`config.mk`:
```
export PLATFORM = sky130hd
export DESIGN_NAME = pwm_trip_irq
export DESIGN_NICKNAME = d
export VERILOG_FILES = /design/src/rtl/pwm_trip_pkg.sv /design/src/rtl/pwm_trip_sync.sv /design/src/rtl/pwm_wrap_detect.sv /design/src/rtl/pwm_sticky_flag.sv /design/src/rtl/pwm_trip_irq.sv
export SDC_FILE = /design/constraint.sdc
export NUM_CORES = 1
export LEC_CHECK = 0
export BUFFER_PORTS_ARGS = -buffer_cell sky130_fd_sc_hd__buf_2
export CAP_MARGIN = 25
export CORE_MARGIN = 8
export CORE_UTILIZATION = 40
export DETAILED_ROUTE_END_ITERATION = 6
export PLACE_DENSITY = 0.74
export SETUP_SLACK_MARGIN = 0.5
export SYNTH_ARGS = -nofsm -noshare
export SYNTH_HDL_FRONTEND = slang
export SYNTH_HIERARCHICAL = 1
export SYNTH_SLANG_ARGS = --single-unit
```
`constraint.sdc`:
```
create_clock -name clk -period 1.38 [get_ports clk]
set_input_delay 0.138 -clock clk [delete_from_list [all_inputs] [get_ports clk]]
set_output_delay 0.138 -clock clk [all_outputs]
set_load 0.005 [all_outputs]
```
`src/rtl/pwm_trip_pkg.sv`:
```
package pwm_trip_pkg;
  localparam int unsigned PAIRS_DEF  = 4;
  localparam int unsigned CNT_W_DEF  = 16;
  localparam int unsigned SYNC_DEF   = 2;
  // clear-register layout: pair bits first, trip bit directly above them
  function automatic int unsigned trip_clr_idx(input int unsigned pairs);
    return pairs;
  endfunction
endpackage

```
`src/rtl/pwm_trip_sync.sv`:
```
module pwm_trip_sync #(
  parameter int unsigned STAGES = pwm_trip_pkg::SYNC_DEF
) (
  input  logic clk,
  input  logic rst_n,
  input  logic trip_n_i,
  input  logic trip_en_i,
  output logic fall_o
);
  logic [STAGES-1:0] chain_q;
  logic              last_q;

  // chain resets to the idle (high) level so no edge appears after reset
  always_ff @(posedge clk or negedge rst_n) begin
    if (!rst_n) begin
      chain_q <= '1;
      last_q  <= 1'b1;
    end else begin
      chain_q <= {chain_q[STAGES-2:0], trip_n_i};
      last_q  <= chain_q[STAGES-1];
    end
  end

  assign fall_o = trip_en_i && last_q && !chain_q[STAGES-1];

  // no edge reported while detection is disabled
  assert_trip_gate_R2: assert property (@(posedge clk) disable iff (!rst_n)
    !trip_en_i |-> !fall_o);
endmodule

```
`src/rtl/pwm_wrap_detect.sv`:
```
module pwm_wrap_detect #(
  parameter int unsigned CNT_W = pwm_trip_pkg::CNT_W_DEF
) (
  input  logic             clk,
  input  logic             rst_n,
  input  logic [CNT_W-1:0] cnt_i,
  input  logic [CNT_W-1:0] period_i,
  input  logic             gate_i,
  output logic             wrap_o
);
  logic [CNT_W-1:0] prev_q;
  logic             prev_vld_q;

  always_ff @(posedge clk or negedge rst_n) begin
    if (!rst_n) begin
      prev_q     <= '0;
      prev_vld_q <= 1'b0;
    end else begin
      prev_q     <= cnt_i;
      prev_vld_q <= 1'b1;
    end
  end

  assign wrap_o = gate_i && prev_vld_q && (prev_q == period_i) && (cnt_i == '0);

  // a wrap is only reported when the counter arrives at zero
  assert_wrap_zero_R10: assert property (@(posedge clk) disable iff (!rst_n)
    wrap_o |-> (cnt_i == '0) && gate_i);
endmodule

```
`src/rtl/pwm_sticky_flag.sv`:
```
module pwm_sticky_flag (
  input  logic clk,
  input  logic rst_n,
  input  logic set_i,
  input  logic clr_i,
  output logic flag_o
);
  always_ff @(posedge clk or negedge rst_n) begin
    if (!rst_n)      flag_o <= 1'b0;
    else if (set_i)  flag_o <= 1'b1;
    else if (clr_i)  flag_o <= 1'b0;
  end

  assert_set_wins_R7: assert property (@(posedge clk) disable iff (!rst_n)
    set_i |=> flag_o);
  assert_clear_R5: assert property (@(posedge clk) disable iff (!rst_n)
    (clr_i && !set_i) |=> !flag_o);
  assert_sticky_R8: assert property (@(posedge clk) disable iff (!rst_n)
    (flag_o && !clr_i) |=> flag_o);
endmodule

```
`src/rtl/pwm_trip_irq.sv`:
```
module pwm_trip_irq #(
  parameter int unsigned PAIRS  = pwm_trip_pkg::PAIRS_DEF,
  parameter int unsigned CNT_W  = pwm_trip_pkg::CNT_W_DEF,
  parameter int unsigned STAGES = pwm_trip_pkg::SYNC_DEF
) (
  input  logic                   clk,
  input  logic                   rst_n,
  input  logic [PAIRS*CNT_W-1:0] cnt_i,
  input  logic [PAIRS*CNT_W-1:0] period_i,
  input  logic                   trip_n_i,
  input  logic                   trip_en_i,
  input  logic                   irq_en_i,
  input  logic                   bridge_i,
  input  logic                   clr_we_i,
  input  logic [PAIRS:0]         clr_data_i,
  output logic [PAIRS-1:0]       pair_irq_o,
  output logic                   trip_irq_o,
  output logic                   en_clr_o
);
  localparam int unsigned TRIP_BIT = pwm_trip_pkg::trip_clr_idx(PAIRS);

  logic [PAIRS-1:0] wrap;
  logic             trip_fall;

  // per-pair wrap detection and sticky status
  for (genvar p = 0; p < PAIRS; p++) begin : g_pair
    logic gate;
    // only pair 0 survives bridge mode
    if (p == 0) begin : g_lead
      assign gate = irq_en_i;
    end else begin : g_follow
      assign gate = irq_en_i && !bridge_i;
    end

    pwm_wrap_detect #(.CNT_W(CNT_W)) u_wrap (
      .clk      (clk),
      .rst_n    (rst_n),
      .cnt_i    (cnt_i[p*CNT_W +: CNT_W]),
      .period_i (period_i[p*CNT_W +: CNT_W]),
      .gate_i   (gate),
      .wrap_o   (wrap[p])
    );

    pwm_sticky_flag u_flag (
      .clk    (clk),
      .rst_n  (rst_n),
      .set_i  (wrap[p]),
      .clr_i  (clr_we_i && clr_data_i[p]),
      .flag_o (pair_irq_o[p])
    );

    if (p != 0) begin : g_chk
      // a follower pair never rises while bridge mode is on
      assert_bridge_mask_R6: assert property (@(posedge clk) disable iff (!rst_n)
        (bridge_i && !pair_irq_o[p]) |=> !pair_irq_o[p]);
    end
  end

  pwm_trip_sync #(.STAGES(STAGES)) u_sync (
    .clk       (clk),
    .rst_n     (rst_n),
    .trip_n_i  (trip_n_i),
    .trip_en_i (trip_en_i),
    .fall_o    (trip_fall)
  );

  pwm_sticky_flag u_trip_flag (
    .clk    (clk),
    .rst_n  (rst_n),
    .set_i  (trip_fall),
    .clr_i  (clr_we_i && clr_data_i[TRIP_BIT]),
    .flag_o (trip_irq_o)
  );

  always_ff @(posedge clk or negedge rst_n) begin
    if (!rst_n) en_clr_o <= 1'b0;
    else        en_clr_o <= trip_fall;
  end

  assert_trip_flag_R1: assert property (@(posedge clk) disable iff (!rst_n)
    en_clr_o |-> trip_irq_o);
  assert_pulse_width_R1: assert property (@(posedge clk) disable iff (!rst_n)
    en_clr_o |=> !en_clr_o);
  assert_no_irq_when_off_R10: assert property (@(posedge clk) disable iff (!rst_n)
    (!irq_en_i && pair_irq_o == '0) |=> pair_irq_o == '0);
endmodule

```
# Word-level counts from Yosys, hierarchy flattened
# Index checks and enable logic that the tools add are counted.
totals:
  word_cells: 56
  ram_bits: 0
  mem_count: 0
  latch_bits: 0
  input_bits: 140
  mem_bits_ro: 0
  reg_bits: 74
  out_inout_bits: 6
classes:
  mux: 10
  eq_ne: 4
  order_cmp: 0
  n_reduce_logical: 29
  bitwise: 0
  shifts: 0
  n_div: 0
  n_addsub: 0
  n_mul: 0
op_table:
  columns: ["cell", "n"]
  rows:
  - ["$eq A16 B16 Y1", 4]
  - ["$logic_not A16 Y1", 4]
  - ["$logic_and A1 B1 Y1", 18]
  - ["$mux W1", 10]
  - ["$reduce_bool A2 Y1", 5]
  - ["$logic_not A1 Y1", 2]

# Depth between registers and ports, before layout
# Gate-level depths: netlist (run 1).
depth:
  word_depth: 6
  ltp_mapped: 5

# By module
# The synthesis (run 1) kept the hierarchy.
modules_own_cells:
  columns: ["module", "cells_each", "area_each_um2", "seq_area_each_um2", "instances"]
  rows:
  - ["pwm_wrap_detect", 46, 645.6, 425.4, 4]
  - ["pwm_sticky_flag", 3, 36.3, 25.0, 5]
  - ["pwm_trip_sync", 4, 87.6, 78.8, 1]
  - ["pwm_trip_irq", 7, 62.6, 25.0, 1]

# Worst setup path before layout (run 1)
# No wires, ideal clock.
synth_path:
  kind: "register to register"
  startpoint: "register g_pair[0].u_wrap.prev_q[15]"
  endpoint: "register g_pair[0].u_flag.flag_o"
  stages_incl_launch_ff: 6
  arrival_ns: 1.126
  synth_period_minus_slack_ns: 1.190
  path_slack_ns: 0.190
  t_required_ns: 1.316
  path_cell_list: "dfrtp_1 xor2_1 nor4_1 nand4_1 nor3_2 a21o_1"
synth_via:
  elab_chain_cells: 4
  word_cells_on_any_way: 5
synth_lines:
  columns: ["element", "line_no", "source"]
  rows:
  - ["start, declared", "pwm_wrap_detect.sv:11", "logic [CNT_W-1:0] prev_q;"]
  - ["start signal, assigned", "pwm_wrap_detect.sv:19", "prev_q <= cnt_i;"]
  - ["$eq A16 B16 Y1 *", "pwm_wrap_detect.sv:24", "assign wrap_o = gate_i && prev_vld_q && (prev_q == period_i) && (cnt_i == '0);"]
  - ["$logic_and A1 B1 Y1 * (2 in a row)", "pwm_wrap_detect.sv:24", null]
  - ["net wrap[0]", "pwm_trip_irq.sv:22", "logic [PAIRS-1:0] wrap;"]
  - ["$mux W1 / $reduce_bool A2 Y1 (equally long branches)", null, null]
  - ["end signal, assigned", "pwm_sticky_flag.sv:9", "if (!rst_n) flag_o <= 1'b0;"]
  - ["end signal, assigned", "pwm_sticky_flag.sv:10", "else if (set_i) flag_o <= 1'b1;"]
  - ["end signal, assigned", "pwm_sticky_flag.sv:11", "else if (clr_i) flag_o <= 1'b0;"]
  - ["end, declared", "pwm_sticky_flag.sv:6", "output logic flag_o"]
# Mark *: on every way through the listed nets, which the timed path passes. The rest lies on a longest branch.
# A chain may end at the register's enable or synchronous reset.

# Final worst setup path (run 1)
layout_path:
  startpoint: "register g_pair[1].u_wrap.prev_q[3]"
  endpoint: "register g_pair[1].u_flag.flag_o"
layout_via:
  elab_chain_cells: 4
  word_cells_on_any_way: 5
layout_lines:
  columns: ["element", "line_no"]
  rows:
  - ["start, declared", "pwm_wrap_detect.sv:11"]
  - ["start signal, assigned", "pwm_wrap_detect.sv:19"]
  - ["$eq A16 B16 Y1 *", "pwm_wrap_detect.sv:24"]
  - ["$logic_and A1 B1 Y1 * (2 in a row)", "pwm_wrap_detect.sv:24"]
  - ["net wrap[1]", "pwm_trip_irq.sv:22"]
  - ["$mux W1 / $reduce_bool A2 Y1 (equally long branches)", null]
  - ["end signal, assigned", "pwm_sticky_flag.sv:9"]
  - ["end signal, assigned", "pwm_sticky_flag.sv:10"]
  - ["end signal, assigned", "pwm_sticky_flag.sv:11"]
  - ["end, declared", "pwm_sticky_flag.sv:6"]
# Marks and branches as above.

==> results of run 1 <==
==> through the flow <==
step	setup slack, ns	cell area [um^2]	power, uW	cells	utilization [%]
after CTS	0.08863	4690	4758	542	65.71
after detailed placement	0.05978	3801	2949	457	53.26
final	0.1212	4758	4770	545	66.67
after global placement	0.06016	3801	2936	457	53.26
after global routing	0.007060	4758	4991	545	66.67
after floorplan	0.2604	2914	2610	210	-
==> tightest hold or removal path, cell delays in order <==
cell	delay (ns)
buf_2	0.07
and3b_1	0.17
buf_4	0.11
==> layout make-up <==
type / count / area (um^2)
Clock buffer: 13 / 148.9
Fill cell: 582 / 2379
Clock inverter: 3 / 43.79
Tap cell: 99 / 123.9
Inverter: 5 / 18.77
Multi-Input combinational cell: 128 / 1013
Timing Repair Buffer: 220 / 1479
Sequential cell: 77 / 1931
==> worst paths after layout <==
kind | to | slack, ns | startpoint
worst max-delay path | g_pair[1].u_flag/flag_o | 0.12 | g_pair[1].u_wrap/prev_q[3]
worst min-delay path | en_clr_o | 0.19 | trip_en_i
worst max register to register | g_pair[1].u_flag/flag_o | 0.12 | g_pair[1].u_wrap/prev_q[3]
worst min register to register | u_sync/chain_q[1] | 0.36 | u_sync/chain_q[0]
max in group asynchronous | g_pair[3].u_wrap/prev_q[0] | 0.67 | rst_n
min in group asynchronous | g_pair[0].u_wrap/prev_q[5] | 0.22 | rst_n
==> cells in the final DEF (no fill, tap or decap), types with 2 or more instances in the layout <==
cell type,n
dfrtp_1,74
and2_1,5
buf_4,8
clkbuf_1,3
clkbuf_8,10
nand4_1,8
nand3_1,4
inv_1,5
dlygate4sd3_1,66
nor4_1,21
xnor2_1,4
nor3_2,5
xor2_1,60
buf_6,2
buf_2,143
nor3_1,3
a21o_1,5
nor4_2,7
dfstp_2,3
conb_1,4
==> cell families (layout without fill, tap and decap cells) <==
logic type,after synthesis,after routing,share of synthesized area [%]
AOI/OAI and AO/OA,5,5,1.288
xor gates and xnor gates,64,64,19.24
buffers and inverters,5,241,0.6441
DFF,77,77,66.25
other,4,4,0.5151
and+or+nand+nor,55,55,12.07
==> layer usage <==
metal	vias to the layer above	part of all wire (%)	track usage, %
met3	12	6.3	5.842
li1	1177	-	-
met4	0	1.7	6.758
met5	-	0	0
met1	1223	37	17.37
met2	84	55	32.79
==> state kept, by name (all words and copies together) (netlist names) <==
| signal | flops |
|---|---|
| en_clr_o | 1 |
| g_pair.u_flag/flag_o | 4 |
| g_pair.u_wrap/prev_q | 64 |
| g_pair.u_wrap/prev_vld_q | 4 |
| u_sync/chain_q | 2 |
| u_sync/last_q | 1 |
| u_trip_flag/flag_o | 1 |
==> power groups by stage <==
stage / registers [uW] / logic [uW] / clock network [uW]
after floorplan: 2450 / 157 / 0
after detailed placement: 2460 / 488 / 0
after global routing: 2430 / 744 / 1820
final: 2420 / 671 / 1680
after CTS: 2420 / 640 / 1700
after global placement: 2460 / 481 / 0
==> what timing repair did <==
item	in CTS	in global routing
hold buffers	66	0
buffers inserted	3	3
resized for setup	2	8
endpoints found under the hold margin	89	0
pin swaps	4	4
setup endpoints to repair	11	40
==> flow_metrics.env, run 1 <==
export IMPL_fin_crit_ns=1.259
export IMPL_p_leak_uw=0.002302
export IMPL_cts_tree="yes"
export IMPL_critPathRequiredTime_ns=1.66
export IMPL_place_hpwl_um=5965
export IMPL_maxCapViolCount=0
export IMPL_status="finished clean"
export IMPL_yosysMostFrequentCell="dfrtp_1"
export IMPL_path_delay_family="simple AND/OR/NAND/NOR gates"
export IMPL_grt_max_degree=37
export IMPL_switching_share_pct=23.41
export IMPL_r2r_cells=5
export IMPL_hold_violations=0
export IMPL_drt_iter0_drc=30
export IMPL_drive_above_1_share_pct=40.81
export IMPL_start_util_pct=40.83
export IMPL_dieArea_um2=10270
export IMPL_grt_pass1_vias=3068
export IMPL_syn_num_nets=350
export IMPL_fin_setup_tns_ns=0
export IMPL_die_x_um=101.4
export IMPL_synthFlopType="dfrtp_1"
export IMPL_power_density_nw_per_um2=1003
export IMPL_synth_ff_latch_count=77
export IMPL_start_kind="register"
export IMPL_rsz0062_at_grt="true"
export IMPL_netlist_area_um2=2914
export IMPL_synth_cells=210
export IMPL_cts_buffers=9
export IMPL_setup_viol=0
export IMPL_viasPerCell=4.580
export IMPL_power_frac_comb_pct=14.1
export IMPL_hold_slack_ns=0.1888
export IMPL_synth_avg_cell_area_um2=13.88
export IMPL_grt_pass1_wl_um=13960
export IMPL_row_count=31
export IMPL_drc=0
export IMPL_synth_area_top_cells="dfrtp_1 (64%), xor2_1 (18%), nor4_1 (6.0%), dfstp_2 (2.7%), nand4_1 (1.7%)"
export IMPL_cp_depth=5
export IMPL_firstDrtPassIters=4
export IMPL_antenna_found_initial=0
export IMPL_die_h_um=101.4
export IMPL_gp_congestion=0.7888
export IMPL_clock_sinks=77
export IMPL_cpMaxStageDelayCell="dfrtp_1"
export IMPL_yosysTopAreaCell="dfrtp_1"
export IMPL_power_frac_clock_pct=35.3
export IMPL_synth_edf_count=0
export IMPL_num_antenna_cells=0
export IMPL_ir_drop_mv=0.6397
export IMPL_core_um2=7137
export IMPL_arrival_ns=1.54
export IMPL_crit_chain="xor2_1 -> nor4_2 -> nand4_1 -> nor3_2 -> a21o_1"
export IMPL_syn2layout_area_growth_pct=63.29
export IMPL_worstHoldPathCells=3
export IMPL_cts_max_level=3
export IMPL_grt_ovfl_total=0
export IMPL_hold_class="input pin to register"
export IMPL_cp_max_fo=1
export IMPL_grt_use_total_pct=17.52
export IMPL_post_route_period_util_pct=91.22
export IMPL_wl_um=8516
export IMPL_synth_common_cells="dfrtp_1 (74), xor2_1 (60), nor4_1 (28)"
export IMPL_nets=581
export IMPL_wl_per_cell_um=15.63
export IMPL_synth_cell_type_count=15
export IMPL_finClkSkew_ns=0.01137
export IMPL_netlist_area_leader_share_pct=63.55
export IMPL_clockRootBuffer="clkbuf_8"
export IMPL_async_reset_ff_share_pct=100.0
export IMPL_ant_nets=0
export IMPL_worstSetupPathType="register to register"
export IMPL_io_pins=146
export IMPL_clock_latency_ns=0.34
export IMPL_maxSlewViolCount=0
export IMPL_yosysSeqAreaShare_pct=66.25
export IMPL_max_freq_ghz=0.7944
export IMPL_portBuffers=145
export IMPL_cp_num_buf_inv=0
export IMPL_max_stage_delay_ns=0.37
export IMPL_cts_max_path_buffers=2
export IMPL_sequentialPowerShare_pct=50.7
export IMPL_clk_pin_slew_ns=0.08
export IMPL_p_switching_uw=1117
export IMPL_vias=2496
export IMPL_intPower_uw=3654
export IMPL_endpoint_kind="register"
export IMPL_yosys_warnings=6
Note: power is estimated with default switching activity, not from simulation.
==> run 2, diff against run 1 <==
--- a/config.mk
+++ b/config.mk
@@ -7,11 +7,14 @@
 export LEC_CHECK = 0
 export BUFFER_PORTS_ARGS = -buffer_cell sky130_fd_sc_hd__buf_2
 export CAP_MARGIN = 25
+export CORE_ASPECT_RATIO = 1.2
 export CORE_MARGIN = 8
 export CORE_UTILIZATION = 40
 export DETAILED_ROUTE_END_ITERATION = 6
+export MAX_ROUTING_LAYER = met4
 export PLACE_DENSITY = 0.74
 export SETUP_SLACK_MARGIN = 0.5
+export SLEW_MARGIN = 20
 export SYNTH_ARGS = -nofsm -noshare
 export SYNTH_HDL_FRONTEND = slang
 export SYNTH_HIERARCHICAL = 1
==> run 2 against run 1 <==
Total power grew 8.6%. Clock skew decreased by 0.0037 ns. Sequential cell count unchanged. Hold slack worse by 0.010 ns. Combinational power is 3% lower. Design area is 0.21% higher. Setup slack lost 0.064 ns. Critical path depth is the same. Via count down 2.4%. Clock-buffer cell count stayed put. Sequential share of layout area down 0.085 points. Critical path type unchanged. Largest cell class unchanged.
==> flow_metrics.env, run 2 (synthesis gave the netlist of run 1 again) <==
export IMPL_status="finished clean"
export IMPL_top_regs="g_pair.u_wrap/prev_q: 64 flops, g_pair.u_flag/flag_o: 4 flops, g_pair.u_wrap/prev_vld_q: 4 flops"
export IMPL_power_frac_comb_pct=12.6
export IMPL_io_pins=146
export IMPL_wl_met2_um=4301
export IMPL_wl_per_cell_um=15.00
export IMPL_rrSetupSlack_ns=0.06
export IMPL_start_util_pct=40.77
export IMPL_p_switching_uw=1076
export IMPL_endpoint_kind="register"
export IMPL_cts_max_path_buffers=2
export IMPL_switching_share_pct=20.76
export IMPL_drt_iter0_drc=42
export IMPL_firstDrtPassIters=3
export IMPL_final_cell_mix="buf_2 (143), dfrtp_1 (74), dlygate4sd3_1 (66)"
export IMPL_wl_um=7979
export IMPL_cp_depth=5
export IMPL_cts_buffers=9
export IMPL_dieArea_um2=10280
export IMPL_regMostFlops="g_pair.u_wrap/prev_q"
export IMPL_r2r_end="g_pair[2].u_flag/flag_o"
export IMPL_ir_drop_mv=0.9963
export IMPL_clk_pin_slew_ns=0.07
export IMPL_wl_met3_um=437
export IMPL_final_common_cell="buf_2"
export IMPL_row_count=34
export IMPL_finClkSkew_ns=0.007673
export IMPL_crit_chain="xor2_1 -> nor4_2 -> nand4_1 -> nor3_2 -> a21o_1"
export IMPL_intPower_uw=4107
export IMPL_sequentialPowerShare_pct=46.6
export IMPL_clock_sinks=77
export IMPL_power_frac_clock_pct=40.7
export IMPL_fin_setup_tns_ns=0
export IMPL_place_area_um2=3782
export IMPL_grt_pass1_vias=2786
export IMPL_die_x_um=93.92
export IMPL_clockRootBuffer="clkbuf_8"
export IMPL_max_freq_ghz=0.7559
export IMPL_setup_viol=0
export IMPL_num_antenna_cells=0
export IMPL_cp_max_fo=1
export IMPL_grt_pass1_wl_um=12580
export IMPL_r2r_cells=5
export IMPL_post_route_period_util_pct=95.86
export IMPL_cpMaxStageDelayCell="dfrtp_1"
export IMPL_endpoint="g_pair[2].u_flag/flag_o"
export IMPL_largest_register_ff_count=64
export IMPL_drc=0
export IMPL_highest_layer="met4"
export IMPL_met1_length_um=3090
export IMPL_ant_nets=0
export IMPL_worstSetupPathType="register to register"
export IMPL_grt_max_degree=78
export IMPL_arrival_ns=1.61
export IMPL_core_um2=7147
export IMPL_cts_max_level=3
export IMPL_place_hpwl_um=5848
export IMPL_critPathRequiredTime_ns=1.66
export IMPL_antenna_found_initial=0
export IMPL_hold_class="input pin to register"
export IMPL_max_stage_delay_ns=0.38
export IMPL_cts_tree="yes"
export IMPL_p_leak_uw=0.002311
export IMPL_maxCapViolCount=0
export IMPL_startpoint="g_pair[2].u_wrap/prev_q[3]"
export IMPL_hp_start="trip_en_i"
export IMPL_clock_latency_ns=0.34
export IMPL_cp_num_buf_inv=0
export IMPL_die_h_um=109.5
export IMPL_start_kind="register"
export IMPL_portBuffers=145
export IMPL_nets=577
export IMPL_hold_violations=0
export IMPL_fin_cells=532
export IMPL_path_delay_family="simple AND/OR/NAND/NOR gates"
export IMPL_fin_crit_ns=1.323
export IMPL_grt_use_total_pct=16.45
export IMPL_power_density_nw_per_um2=1087
export IMPL_worstHoldPathCells=3
export IMPL_r2r_start="g_pair[2].u_wrap/prev_q[3]"
export IMPL_viasPerCell=4.581
export IMPL_maxSlewViolCount=0
export IMPL_vias=2437
export IMPL_rsz0062_at_grt="true"
export IMPL_gp_congestion=0.8170
export IMPL_hold_slack_ns=0.1788
export IMPL_finalInstanceArea_um2=4768
export IMPL_grt_ovfl_total=0
export IMPL_dp_cells=447
export IMPL_syn2layout_area_growth_pct=63.63
export IMPL_drive_above_1_share_pct=40.27
-- run 2: changes by cell type in the layout (fill, tap and decap cells not counted), sizes merged --
cell / delta
buf: -4
bufinv: +2
clkinv: -1
inv: -1
-- run 2: worst min-delay path by stage --
stage | end | slack, ns
floorplan | en_clr_o | -0.16
global placement | g_pair[0].u_wrap/prev_q[11] | 0.19
detailed placement | g_pair[0].u_wrap/prev_q[5] | 0.19
CTS | en_clr_o | 0.06
global route | u_trip_flag/flag_o | 0.17
finish | u_trip_flag/flag_o | 0.18
-- run 2: what timing repair did --
| item | in CTS | in global routing |
|---|---|---|
| hold buffers | 66 | 0 |
| setup endpoints to repair | 11 | 11 |
| setup buffers | 1 | 2 |
| hold endpoints to repair | 139 | 0 |
| gates resized for setup | 3 | 5 |
| pin swaps | 5 | 8 |
-- run 2: power by group through the flow --
stage	logic (uW)	clock network [uW]	registers [uW]
6_report	654	2110	2420
5_1_grt	724	2260	2430
4_1_cts	639	2180	2420
3_5_place_dp	487	0	2460
3_3_place_gp	478	0	2460
2_1_floorplan	157	0	2450
-- run 2: tightest hold or removal path, stage by stage --
cell and delay [ns]:
buf_2 0.08, and3b_1 0.17, a21o_1 0.09
-- run 2: area by class of cell --
cell class / instances / area [um^2]
sequential: 77 / 1931
fill: 571 / 2379
clock buffer: 13 / 168.9
multi-input combinational: 128 / 1002
timing repair buffer: 216 / 1445
inverter: 5 / 18.77
clock inverter: 3 / 90.09
tap: 90 / 112.6
-- run 2: through the flow --
stage	worst slack [ns]	util (%)	power, uW
6_report	0.05710	66.72	5183
5_1_grt	-0.05343	66.72	5411
4_1_cts	0.07137	66.16	5238
3_5_place_dp	0.01226	52.92	2949
3_3_place_gp	0.02410	52.92	2933
2_1_floorplan	0.2604	-	2610
-- run 2: routing by layer --
metal	global-route usage, %	vias to the layer above
met4	6.470	0
met1	17.01	1164
met3	4.372	14
li1	-	1172
met5	-	-
met2	29.06	87
==> run 3, diff against run 2 <==
--- a/config.mk
+++ b/config.mk
@@ -7,7 +7,6 @@
 export LEC_CHECK = 0
 export BUFFER_PORTS_ARGS = -buffer_cell sky130_fd_sc_hd__buf_2
 export CAP_MARGIN = 25
-export CORE_ASPECT_RATIO = 1.2
 export CORE_MARGIN = 8
 export CORE_UTILIZATION = 40
 export DETAILED_ROUTE_END_ITERATION = 6
==> constraint.sdc (replaced) <==
create_clock -name clk -period 1.38 [get_ports clk]
set_input_delay 0 -clock clk [delete_from_list [all_inputs] [get_ports clk]]
set_output_delay 0 -clock clk [all_outputs]
set_load 0.005 [all_outputs]
==> run 3 against run 2 <==
Sequential share of layout area up 0.57 points. Setup slack better by 0.027 ns. Sequential cell count unchanged. Clock power down 24%. Routed wire length up 4.8%. Clock-buffer cell count down 1. Highest routed layer unchanged.
==> flow_metrics.env, run 3 (synthesis gave the netlist of run 1 again) <==
export IMPL_place_hpwl_um=5949
export IMPL_portBuffers=145
export IMPL_cpMaxStageDelayCell="dfrtp_1"
export IMPL_regMostFlops="g_pair.u_wrap/prev_q"
export IMPL_power_density_nw_per_um2=992.0
export IMPL_arrival_ns=1.57
export IMPL_p_leak_uw=0.002278
export IMPL_firstDrtPassIters=4
export IMPL_wl_um=8359
export IMPL_dieArea_um2=10270
export IMPL_syn2layout_area_growth_pct=61.36
export IMPL_fin_cells=542
export IMPL_grt_use_total_pct=17.79
export IMPL_ir_drop_mv=0.6126
export IMPL_max_stage_delay_ns=0.38
export IMPL_critPathRequiredTime_ns=1.66
export IMPL_r2r_end="g_pair[1].u_flag/flag_o"
export IMPL_path_delay_family="simple AND/OR/NAND/NOR gates"
export IMPL_rrSetupSlack_ns=0.08
export IMPL_post_route_period_util_pct=93.88
export IMPL_die_h_um=101.4
export IMPL_finClkSkew_ns=0.008037
export IMPL_cts_tree="yes"
export IMPL_multi_input_area_um2=996.0
export IMPL_setup_viol=0
export IMPL_nFillCells=575
export IMPL_finalInstanceArea_um2=4702
export IMPL_gp_congestion=0.8032
export IMPL_wl_per_cell_um=15.42
export IMPL_nets=578
export IMPL_drc=0
export IMPL_cts_max_level=3
export IMPL_clockRootBuffer="clkbuf_8"
export IMPL_hp_start="clr_data_i[1]"
export IMPL_ant_nets=0
export IMPL_start_kind="register"
export IMPL_grt_pass1_wl_um=13670
export IMPL_largest_register_ff_count=64
export IMPL_dp_cells=456
export IMPL_worstSetupPathType="register to register"
export IMPL_cts_buffers=9
export IMPL_start_util_pct=40.83
export IMPL_grt_ovfl_total=0
export IMPL_maxCapViolCount=0
export IMPL_grt_max_degree=37
export IMPL_status="finished clean"
export IMPL_drt_iter0_drc=21
export IMPL_antenna_found_initial=0
export IMPL_top_regs="g_pair.u_wrap/prev_q: 64 flops, g_pair.u_flag/flag_o: 4 flops, g_pair.u_wrap/prev_vld_q: 4 flops"
export IMPL_viasPerCell=4.574
export IMPL_hold_class="input pin to register"
export IMPL_place_area_um2=3794
export IMPL_clk_pin_slew_ns=0.08
export IMPL_cp_max_fo=1
export IMPL_r2r_cells=5
export IMPL_maxSlewViolCount=0
export IMPL_hold_violations=0
export IMPL_final_cell_mix="buf_2 (144), dfrtp_1 (74), dlygate4sd3_1 (67)"
export IMPL_row_count=31
export IMPL_register_area_um2=1931
export IMPL_num_antenna_cells=0
export IMPL_cp_num_buf_inv=0
export IMPL_vias=2479
export IMPL_die_x_um=101.4
export IMPL_r2r_start="g_pair[1].u_wrap/prev_q[3]"
export IMPL_io_pins=146
export IMPL_clock_sinks=77
export IMPL_crit_chain="xor2_1 -> nor4_2 -> nand4_1 -> nor3_2 -> a21o_1"
export IMPL_rsz0062_at_grt="true"
export IMPL_core_um2=7137
export IMPL_grt_pass1_vias=2951
export IMPL_worstHoldPathCells=4
export IMPL_final_common_cell="buf_2"
export IMPL_max_freq_ghz=0.7719
export IMPL_clock_latency_ns=0.33
export IMPL_fin_crit_ns=1.295
export IMPL_endpoint_kind="register"
export IMPL_hold_end="g_pair[1].u_flag/flag_o"
export IMPL_cts_max_path_buffers=2
export IMPL_utilization_pct=65.88
export IMPL_drive_above_1_share_pct=39.50
==> run 3: cell count changes in the layout (fill, tap and decap cells not counted) <==
cell / before / now
buf_2: 143 / 144
buf_6: 1 / 0
bufinv_16: 3 / 1
clkbuf_1: 1 / 3
clkbuf_8: 12 / 9
clkinv_2: 0 / 2
clkinv_4: 0 / 1
dlygate4sd3_1: 66 / 67
nor4_1: 22 / 23
nor4_2: 6 / 5
==> run 3: report_power, final <==
part	total (uW)	internal, uW	switching [uW]
clock network	1600	836	761
logic	650	382	268
registers	2420	2370	49.2
total	4660	3590	1080
==> run 3: worst reg2reg max path, stage by stage, from the launching register on <==
cell     delay, ns
dfrtp_1       0.38
xor2_1        0.15
nor4_2        0.31
nand4_1       0.16
nor3_2        0.15
a21o_1        0.10
==> run 3: area by class of cell <==
cell class	instances	area share, %
sequential	77	41.06
clock buffer	12	2.874
tap	99	2.634
timing repair buffer	217	30.81
inverter	5	0.3991
clock inverter	4	1.038
multi-input combinational	128	21.18
==> run 3: how the worst max path moves through the flow <==
stage | from | to | cells after the start
global placement | g_pair[1].u_wrap/prev_q[3] | g_pair[1].u_flag/flag_o | 5
detailed placement | g_pair[2].u_wrap/prev_q[3] | g_pair[2].u_flag/flag_o | 5
global route | g_pair[1].u_wrap/prev_q[2] | g_pair[1].u_flag/flag_o | 5
floorplan | g_pair[0].u_wrap/prev_q[3] | g_pair[0].u_flag/flag_o | 5
finish | g_pair[1].u_wrap/prev_q[3] | g_pair[1].u_flag/flag_o | 5
CTS | g_pair[2].u_wrap/prev_q[1] | g_pair[2].u_flag/flag_o | 5
==> run 3: what timing repair did <==
item | CTS | global route
endpoints found under the hold margin | 143 | 0
gates resized for setup | 3 | 2
endpoints found under the setup margin | 5 | 10
pin swaps | 3 | 7
hold buffers | 67 | 0
buffers inserted | 0 | 3
==> run 3: metrics by stage <==
step                hold slack (ns)  power, uW  setup TNS (ns)  worst slack [ns]
global route                0.04243       4923               0           0.01785
CTS                         0.03617       4700               0           0.06856
global placement           -0.07685       2935               0           0.05893
detailed placement         -0.07985       2946      -0.0008114        -0.0008114
floorplan                   -0.2956       2610               0            0.2604
finish                      0.05573       4664               0           0.08452
==> run 3: routing by layer <==
metal  track usage, %  part of all wire [%]  vias to the layer above
met5                -                     0                        -
met3            4.948                   6.1                        9
li1                 -                     -                     1176
met2            31.83                    55                       81
met1            18.13                    38                     1213
met4            6.529                  0.91                        0
